$ cat src/rtl/isqrt_pkg.sv
package isqrt_pkg;
  typedef enum logic [1:0] {
    REG_CTRL     = 2'd0,
    REG_PARAM_LO = 2'd1,
    REG_PARAM_HI = 2'd2,
    REG_RESULT   = 2'd3
  } reg_addr_e;

  localparam int MODE_BIT = 0;
  localparam int BUSY_BIT = 15;
endpackage

$ cat src/rtl/isqrt_step.sv
// One digit step of the power-of-four square root.
module isqrt_step #(
  parameter int W = 64
) (
  input  logic [W-1:0] rem_i,
  input  logic [W-1:0] res_i,
  input  logic [W-1:0] bit_i,
  output logic [W-1:0] rem_o,
  output logic [W-1:0] res_o
);
  logic [W-1:0] trial;

  always_comb begin
    trial = res_i + bit_i;
    if (rem_i >= trial) begin
      rem_o = rem_i - trial;
      res_o = (res_i >> 1) + bit_i;
    end else begin
      rem_o = rem_i;
      res_o = res_i >> 1;
    end
  end
endmodule

$ cat src/rtl/isqrt_iter_core.sv
// Sequencer: fixed iteration count chosen by operand width.
module isqrt_iter_core #(
  parameter int RAD_W = 64
) (
  input  logic                 clk,
  input  logic                 rst,
  input  logic                 start,
  input  logic                 wide,
  input  logic [RAD_W-1:0]     radicand,
  output logic                 busy,
  output logic                 done,
  output logic [RAD_W/2-1:0]   root
);
  localparam int ROOT_W = RAD_W / 2;
  localparam int HALF   = RAD_W / 2;
  localparam int CNT_W  = $clog2(ROOT_W);
  localparam logic [RAD_W-1:0] BIT_WIDE   = RAD_W'(1) << (RAD_W - 2);
  localparam logic [RAD_W-1:0] BIT_NARROW = RAD_W'(1) << (HALF - 2);
  localparam logic [CNT_W-1:0] CNT_WIDE   = CNT_W'(ROOT_W - 1);
  localparam logic [CNT_W-1:0] CNT_NARROW = CNT_W'(ROOT_W / 2 - 1);

  logic [RAD_W-1:0]  rem_q, res_q, bit_q, opnd_q;
  logic [RAD_W-1:0]  rem_n, res_n;
  logic [CNT_W-1:0]  cnt_q;
  logic              busy_q, done_q, wide_q;
  logic [ROOT_W-1:0] root_q;
  logic [RAD_W-1:0]  opnd_start;

  assign opnd_start = wide ? radicand : {{HALF{1'b0}}, radicand[HALF-1:0]};

  isqrt_step #(.W(RAD_W)) u_step (
    .rem_i(rem_q), .res_i(res_q), .bit_i(bit_q),
    .rem_o(rem_n), .res_o(res_n)
  );

  always_ff @(posedge clk) begin
    if (rst) begin
      rem_q  <= '0;
      res_q  <= '0;
      bit_q  <= '0;
      opnd_q <= '0;
      cnt_q  <= '0;
      busy_q <= 1'b0;
      done_q <= 1'b0;
      wide_q <= 1'b0;
      root_q <= '0;
    end else begin
      done_q <= 1'b0;
      if (start) begin
        opnd_q <= opnd_start;
        rem_q  <= opnd_start;
        res_q  <= '0;
        bit_q  <= wide ? BIT_WIDE : BIT_NARROW;
        cnt_q  <= wide ? CNT_WIDE : CNT_NARROW;
        wide_q <= wide;
        busy_q <= 1'b1;
      end else if (busy_q) begin
        rem_q <= rem_n;
        res_q <= res_n;
        bit_q <= bit_q >> 2;
        if (cnt_q == '0) begin
          busy_q <= 1'b0;
          done_q <= 1'b1;
          root_q <= res_n[ROOT_W-1:0];
        end else begin
          cnt_q <= cnt_q - 1'b1;
        end
      end
    end
  end

  assign busy = busy_q;
  assign done = done_q;
  assign root = root_q;

  // Checks on the iteration state
  logic [RAD_W+1:0] sq_lo, sq_hi;
  always_comb begin
    sq_lo = (RAD_W+2)'(root_q) * (RAD_W+2)'(root_q);
    sq_hi = ((RAD_W+2)'(root_q) + 1'b1) * ((RAD_W+2)'(root_q) + 1'b1);
  end

  assert_floor_R4: assert property (@(posedge clk) disable iff (rst)
    done_q |-> (sq_lo <= (RAD_W+2)'(opnd_q)) && (sq_hi > (RAD_W+2)'(opnd_q)));

  assert_zero_R7: assert property (@(posedge clk) disable iff (rst)
    (done_q && opnd_q == '0) |-> root_q == '0);

  assert_narrow_R2: assert property (@(posedge clk) disable iff (rst)
    (start && !wide) |=> opnd_q[RAD_W-1:HALF] == '0);

  assert_wide_R3: assert property (@(posedge clk) disable iff (rst)
    (start && wide) |=> opnd_q == $past(radicand));

  assert_restart_R6: assert property (@(posedge clk) disable iff (rst)
    start |=> busy_q && cnt_q == (wide_q ? CNT_WIDE : CNT_NARROW));

  assert_busy_window_R5: assert property (@(posedge clk) disable iff (rst)
    busy_q |-> (wide_q ? cnt_q <= CNT_WIDE : cnt_q <= CNT_NARROW));
endmodule

$ cat src/rtl/isqrt_mmio.sv
// Register front end: control, two parameter words, result.
module isqrt_mmio
  import isqrt_pkg::*;
#(
  parameter int BUS_W = 32
) (
  input  logic             clk,
  input  logic             rst,
  input  logic             wr_en,
  input  logic [1:0]       addr,
  input  logic [BUS_W-1:0] wdata,
  output logic [BUS_W-1:0] rdata
);
  localparam int RAD_W  = 2 * BUS_W;
  localparam int ROOT_W = RAD_W / 2;

  logic [RAD_W-1:0]  param_q, param_n;
  logic              mode_q, mode_n;
  logic              start;
  logic              busy, done;
  logic [ROOT_W-1:0] root;
  logic [BUS_W-1:0]  rdata_q, ctrl_word, rd_mux;

  always_comb begin
    param_n = param_q;
    mode_n  = mode_q;
    start   = 1'b0;
    if (wr_en) begin
      case (reg_addr_e'(addr))
        REG_CTRL:     begin mode_n = wdata[MODE_BIT]; start = 1'b1; end
        REG_PARAM_LO: begin param_n[BUS_W-1:0] = wdata; start = 1'b1; end
        REG_PARAM_HI: begin param_n[RAD_W-1:BUS_W] = wdata; start = 1'b1; end
        default:      start = 1'b0;
      endcase
    end
  end

  always_ff @(posedge clk) begin
    if (rst) begin
      param_q <= '0;
      mode_q  <= 1'b0;
    end else begin
      param_q <= param_n;
      mode_q  <= mode_n;
    end
  end

  isqrt_iter_core #(.RAD_W(RAD_W)) u_core (
    .clk(clk), .rst(rst), .start(start), .wide(mode_n),
    .radicand(param_n), .busy(busy), .done(done), .root(root)
  );

  always_comb begin
    ctrl_word           = '0;
    ctrl_word[MODE_BIT] = mode_q;
    ctrl_word[BUSY_BIT] = busy;
    case (reg_addr_e'(addr))
      REG_CTRL:     rd_mux = ctrl_word;
      REG_PARAM_LO: rd_mux = param_q[BUS_W-1:0];
      REG_PARAM_HI: rd_mux = param_q[RAD_W-1:BUS_W];
      default:      rd_mux = BUS_W'(root);
    endcase
  end

  always_ff @(posedge clk) begin
    if (rst) rdata_q <= '0;
    else     rdata_q <= rd_mux;
  end

  assign rdata = rdata_q;

  assert_reset_R1: assert property (@(posedge clk) disable iff (rst)
    $past(rst) |-> !busy && root == '0);

  assert_hold_R8: assert property (@(posedge clk) disable iff (rst)
    !done |-> $stable(root));

  assert_busy_start_R5: assert property (@(posedge clk) disable iff (rst)
    start |=> busy);

  assert_result_ignored_R8: assert property (@(posedge clk) disable iff (rst)
    (wr_en && addr == REG_RESULT && !busy) |=> !busy);
endmodule

$ cat config.mk
export PLATFORM = sky130hd
export DESIGN_NAME = isqrt_mmio
export DESIGN_NICKNAME = d
export VERILOG_FILES = /design/src/rtl/isqrt_pkg.sv /design/src/rtl/isqrt_step.sv /design/src/rtl/isqrt_iter_core.sv /design/src/rtl/isqrt_mmio.sv
export SDC_FILE = /design/constraint.sdc
export NUM_CORES = 1
export LEC_CHECK = 0
export BUFFER_PORTS_ARGS = -buffer_cell sky130_fd_sc_hd__buf_4
export CELL_PAD_IN_SITES_DETAIL_PLACEMENT = 2
export CELL_PAD_IN_SITES_GLOBAL_PLACEMENT = 2
export CORE_ASPECT_RATIO = 0.5
export CORE_UTILIZATION = 35
export CTS_CLUSTER_SIZE = 20
export DETAILED_ROUTE_END_ITERATION = 16
export PLACE_DENSITY = 0.87
export SYNTH_ARGS = -nofsm -noshare
export SYNTH_HDL_FRONTEND = slang
export SYNTH_SLANG_ARGS = --single-unit
$ cat constraint.sdc
create_clock -name clk -period 5.3 [get_ports clk]
set_clock_uncertainty 0.05 [all_clocks]
set_input_delay 0.53 -clock clk [delete_from_list [all_inputs] [get_ports clk]]
set_output_delay 0.53 -clock clk [all_outputs]
set_load 0.05 [all_outputs]
==> results of run 1 <==
==> per-stage QoR <==
step | TNS (ns) | hold slack [ns] | setup WS (ns) | cell area, um2 | cells
floorplan | 0 | 0.383 | 0.311 | 20300 | 2552
global placement | -51.77 | 0.395 | -0.456 | 23500 | 3520
detailed placement | -104.23 | 0.417 | -0.802 | 23500 | 3520
CTS | -48.66 | 0.107 | -0.448 | 27400 | 3655
==> what timing repair did <==
action                     in CTS
buffers inserted               65
pin swaps                     135
resized for setup             406
cloned                         16
setup endpoints to repair     160
==> per-layer routing <==
metal / GRT usage, % / overflow
met1: 76.4 / 0
met2: 92.9 / 73
met3: 61.6 / 2
met4: 76.4 / 110
met5: 47.1 / 1
==> synth_stat cells, types with 17 or more instances <==
cell type / n / area [um2]
nand3_1: 35 / 175
and2_1: 21 / 131
o21a_1: 17 / 128
o21ai_0: 113 / 566
buf_2: 30 / 150
nand4_1: 46 / 288
a22oi_1: 30 / 225
xnor2_1: 79 / 692
a211oi_1: 104 / 781
ha_1: 132 / 1650
a21oi_1: 201 / 1010
clkbuf_1: 121 / 454
nor3_1: 32 / 160
nor2_1: 379 / 1420
inv_1: 31 / 116
mux2_2: 35 / 394
a31oi_1: 60 / 375
mux2i_1: 115 / 1150
o21bai_1: 24 / 180
o31ai_1: 24 / 180
dfxtp_1: 295 / 5910
a21o_1: 40 / 300
nor2b_1: 18 / 113
xor2_1: 94 / 823
nand2_1: 226 / 848
o221a_2: 19 / 214
==> logic make-up after synthesis <==
family                   share of synthesized area [%]
AO/OA/AOI/OAI                                     25.1
XOR/XNOR                                          7.45
adder cells (fa/ha/maj)                           8.22
buffers and inverters                             4.00
flip-flops                                        29.0
multiplexers                                      7.82
AND/OR/NAND/NOR                                   18.3
==> out/qor.yml, run 1 <==
floorplanning:
  die_w_um: 343
  die_h_um: 172
  ioPinCount: 69
  rows: 62
  initial_core_util_pct: 35.4
yosys:
  syn-num-nets: 2722
  synth_edf_count: 0
  syn-mean-instance-area_um2: 7.97
  ys_types: 86
  async_reset_ff_share_pct: 0
  seq_area_frac_synth_pct: 29.0
  synth_area_um2: 20300
  synth_top_flop_cell: "dfxtp_1"
  ys_warn_count: 0
  syn_inst: 2552
  synth-seq-cells: 295
place:
  numPortBuffers: 68
  place_congestion: 0.941
  dp_hpwl_mm: 77.2
timing:
  grt-worst-endpoint: "u_core.rem_q[40]$_SDFFE_PP0P_/D"
  endpoint_type: "register input"
cts:
  clkSinkCount: 295
  htreeDepth: 1
  cts_inserted_buffers: 31
  cts_hold_buf: 0
  root_buffer: "clkbuf_16"
  cts_buffer_depth: 3
grt:
  grt.total_usage_pct: 76.9
  grt_max_degree: 102
  grt_overflow: 186
run_status:
  firstError: "[ERROR GRT-0232] Routing congestion too high. Check the congestion heatmap in the GUI."
  outcome: "stopped before the end"
  lastStage: "global routing (5_1_grt)"
==> run 2: changes to the inputs <==
--- a/config.mk
+++ b/config.mk
@@ -6,13 +6,9 @@
 export NUM_CORES = 1
 export LEC_CHECK = 0
 export BUFFER_PORTS_ARGS = -buffer_cell sky130_fd_sc_hd__buf_4
-export CELL_PAD_IN_SITES_DETAIL_PLACEMENT = 2
-export CELL_PAD_IN_SITES_GLOBAL_PLACEMENT = 2
-export CORE_ASPECT_RATIO = 0.5
-export CORE_UTILIZATION = 35
-export CTS_CLUSTER_SIZE = 20
+export CORE_UTILIZATION = 40
 export DETAILED_ROUTE_END_ITERATION = 16
-export PLACE_DENSITY = 0.87
+export PLACE_DENSITY_LB_ADDON = 0.15
 export SYNTH_ARGS = -nofsm -noshare
 export SYNTH_HDL_FRONTEND = slang
 export SYNTH_SLANG_ARGS = --single-unit
==> constraint.sdc (replaced) <==
create_clock -name clk -period 6.89 [get_ports clk]
set_clock_uncertainty 0.05 [all_clocks]
set_input_delay 0.689 -clock clk [delete_from_list [all_inputs] [get_ports clk]]
set_output_delay 0.689 -clock clk [all_outputs]
set_load 0.05 [all_outputs]
==> out/qor.yml, run 2 <==
min_path:
  hold_path_class: "in2reg"
cts:
  cts_buffer_depth: 3  # unchanged
  clk-insertion-delay-late_ns: 0.57
  cts_hold_buf: 0  # unchanged
  root_buffer: "clkbuf_16"
  cts_inserted_buffers: 37  # +19%
  postCtsSetupBuffers: 0  # -100%
  cts_tree: "built"
  clkSinkCount: 295  # unchanged
  htreeDepth: 2  # +1
  clk_pin_slew_ns: 0.06
timing:
  relSlewSlack_pct: 9.77
  grt_setup_unrepaired: "no"
  setup_tns_ns: 0
  max_freq_mhz: 157
  post-route-min-period_ns: 6.38
  hold_viol_final: 0
  maxSlewViolCount: 0
  tightest_slew_ns: 1.32
  period_share_pct: 92.6
  finalSetupViolCount: 0
cells_and_area:
  area_growth_syn_to_layout_pct: 10.4
  layout.nets: 2682
  fin_cells: 3212
  diodes: 0
  seqCellArea_um2: 5910
  fillerInstances: 5000
  multi_input_area_um2: 13700
  reg_top3: "param_q x64, u_core.rem_q x64, u_core.res_q x64"
  final_common_cell: "nor2_1"
  drive_gt1_share_pct: 10.4
  final_cell_mix: "377 x nor2_1, 294 x dfxtp_1, 224 x nand2_1"
grt:
  grt.total_usage_pct: 26.6
  grt_overflow: 0
  grt_busiest_layer: "met1"
  met2_usage_pct: 39.6
  grt_max_degree: 80
  grt_pass1_wl_mm: 106
  grt_pass1_vias: 17700
  antenna_found_initial: 1
  grtUsageMet3_pct: 3.16
  grt_use_met1_pct: 40.3
flow_run:
  maxCapViolCount: 0
routing:
  vias: 19200
  ant_nets: 0
  drt-total-wl_mm: 69.5
  first_iter_violations: 1740
  routedWlPerCell_um: 21.6
  drc: 0
  via_per_inst: 5.98
  firstDrtPassIters: 5
place:
  dp_cells: 3145  # -11%
  dp_hpwl_mm: 52.1  # -33%
  numPortBuffers: 68  # unchanged
  place_congestion: 0.931  # -1.0%
setup_path:
  start_kind: "flop"
  cp-end-kind: "flop"
  cp_data_arrival_time_ns: 6.73
  cp.required_ns: 7.24
  cp_max_fo: 41
  path_class: "reg2reg"
yosys:
  syn-num-nets: 2722  # unchanged
  synth_edf_count: 0  # unchanged
  synth-seq-cells: 295  # unchanged
  ys_warn_count: 0  # unchanged
  synth_area_um2: 20300  # unchanged
  ys_types: 86  # unchanged
  seq_area_frac_synth_pct: 29.0  # unchanged
  syn-mean-instance-area_um2: 7.97  # unchanged
  yosysTopAreaCellShare_pct: 29.0  # unchanged
  synth_top_flop_cell: "dfxtp_1"
  synthTopCellsByCount: "379 x nor2_1, 295 x dfxtp_1, 226 x nand2_1, 201 x a21oi_1, 132 x ha_1"
  yosysMostFrequentCell: "nor2_1"
  syn_inst: 2552  # unchanged
  synth.area.top_cells: "dfxtp_1 29%, ha_1 8.1%, nor2_1 7.0%, mux2i_1 5.7%, a21oi_1 4.9%"
  synth_top_area_cell: "dfxtp_1"
  async_reset_ff_share_pct: 0  # unchanged
pwr:
  vdd_drop_max_mv: 0.151
  pwr_density_cell_nw_per_um2: 262
  p_leak_nw: 8.96
  p_total_mw: 5.88
floorplanning:
  initial_core_util_pct: 40.5  # +5.1 points
  die_h_um: 227  # +32%
  ioPinCount: 69  # unchanged
  die_w_um: 227  # -34%
  die-area_um2: 51800
  rows: 82  # +32%
  design.core.area_um2: 50200
run_status:
  outcome: "finished, final reports clean"
-- run 2: area by class of cell --
| class | count | share of cell area (%) |
|---|---|---|
| Multi-Input combinational cell | 2057 | 60.8 |
| Sequential cell | 295 | 26.3 |
| Clock buffer | 52 | 4.73 |
| Tap cell | 672 | 3.75 |
| Timing Repair Buffer | 89 | 3.10 |
| Clock inverter | 15 | 0.736 |
| Inverter | 32 | 0.535 |
-- run 2: what timing repair did --
| item | CTS | global route |
|---|---|---|
| endpoints found under the setup margin | 0 | 5 |
| endpoints found under the hold margin | 0 | 0 |
| resized for setup | 0 | 1 |
-- run 2: critical path, cell delays in order, from the launching register on --
cell       delay [ns]
dfxtp_1          0.35
ha_1             0.38
nand3_1          0.17
a221oi_4         0.37
nand3_1          0.14
a21boi_0         0.39
o31ai_2          0.13
o31ai_2          0.37
a41oi_2          0.29
o21bai_1         0.34
a21oi_1          0.13
xor2_1           0.16
ha_1             0.38
a21o_1           0.20
a31oi_1          0.24
nor3_1           0.08
a2111oi_0        0.38
o21ai_0          0.32
a41o_1           0.36
nand2_4          0.30
buf_12           0.26
nor2_1           0.08
a211oi_1         0.23
a211oi_1         0.09
-- run 2: worst paths after layout --
path,slack [ns],cells past startpoint,startpoint,end
worst max-delay path,0.51,23,u_core.res_q[2],u_core.rem_q[9]
worst min-delay path,0.35,3,wdata[0],mode_q
worst max register to register,0.51,23,u_core.res_q[2],u_core.rem_q[9]
worst min register to register,0.44,2,u_core.rem_q[21],u_core.rem_q[21]
-- run 2: stage by stage --
step	hold WS [ns]	util [%]	worst slack, ns	area, um2
after floorplan	0.383	-	1.90	20300
after global placement	0.419	42.3	0.652	21200
after detailed placement	0.427	42.3	0.470	21200
after CTS	0.327	44.7	0.429	22400
after global routing	0.355	44.7	0.0552	22400
final	0.348	44.7	0.513	22400
-- run 2: kinds of logic (layout without fill, tap and decap cells) --
group,count (synthesis),in the layout,synth area share [%]
flip-flops,295,295,29.0
AO/OA/AOI/OAI,758,758,25.1
XOR/XNOR,173,173,7.45
adder cells (fa/ha/maj),133,133,8.22
multiplexers,152,152,7.82
buffers and inverters,200,188,4.00
AND/OR/NAND/NOR,841,841,18.3
-- run 2: per-layer routing --
metal  vias up  routed length (um)
met2       634               29000
met3        81                4500
met1      9249               34700
met4         0                1310
met5         -                   0
li1       9238                   -
-- run 2: power breakdown --
part | total, mW | switching (mW) | leakage (nW) | internal, mW
Sequential | 1.92 | 0.115 | 2.40 | 1.80
Combinational | 1.98 | 1.26 | 5.95 | 0.721
Clock | 1.98 | 0.823 | 0.605 | 1.16
Total | 5.88 | 2.20 | 8.96 | 3.68
Note: power is estimated with default switching activity, not from simulation.
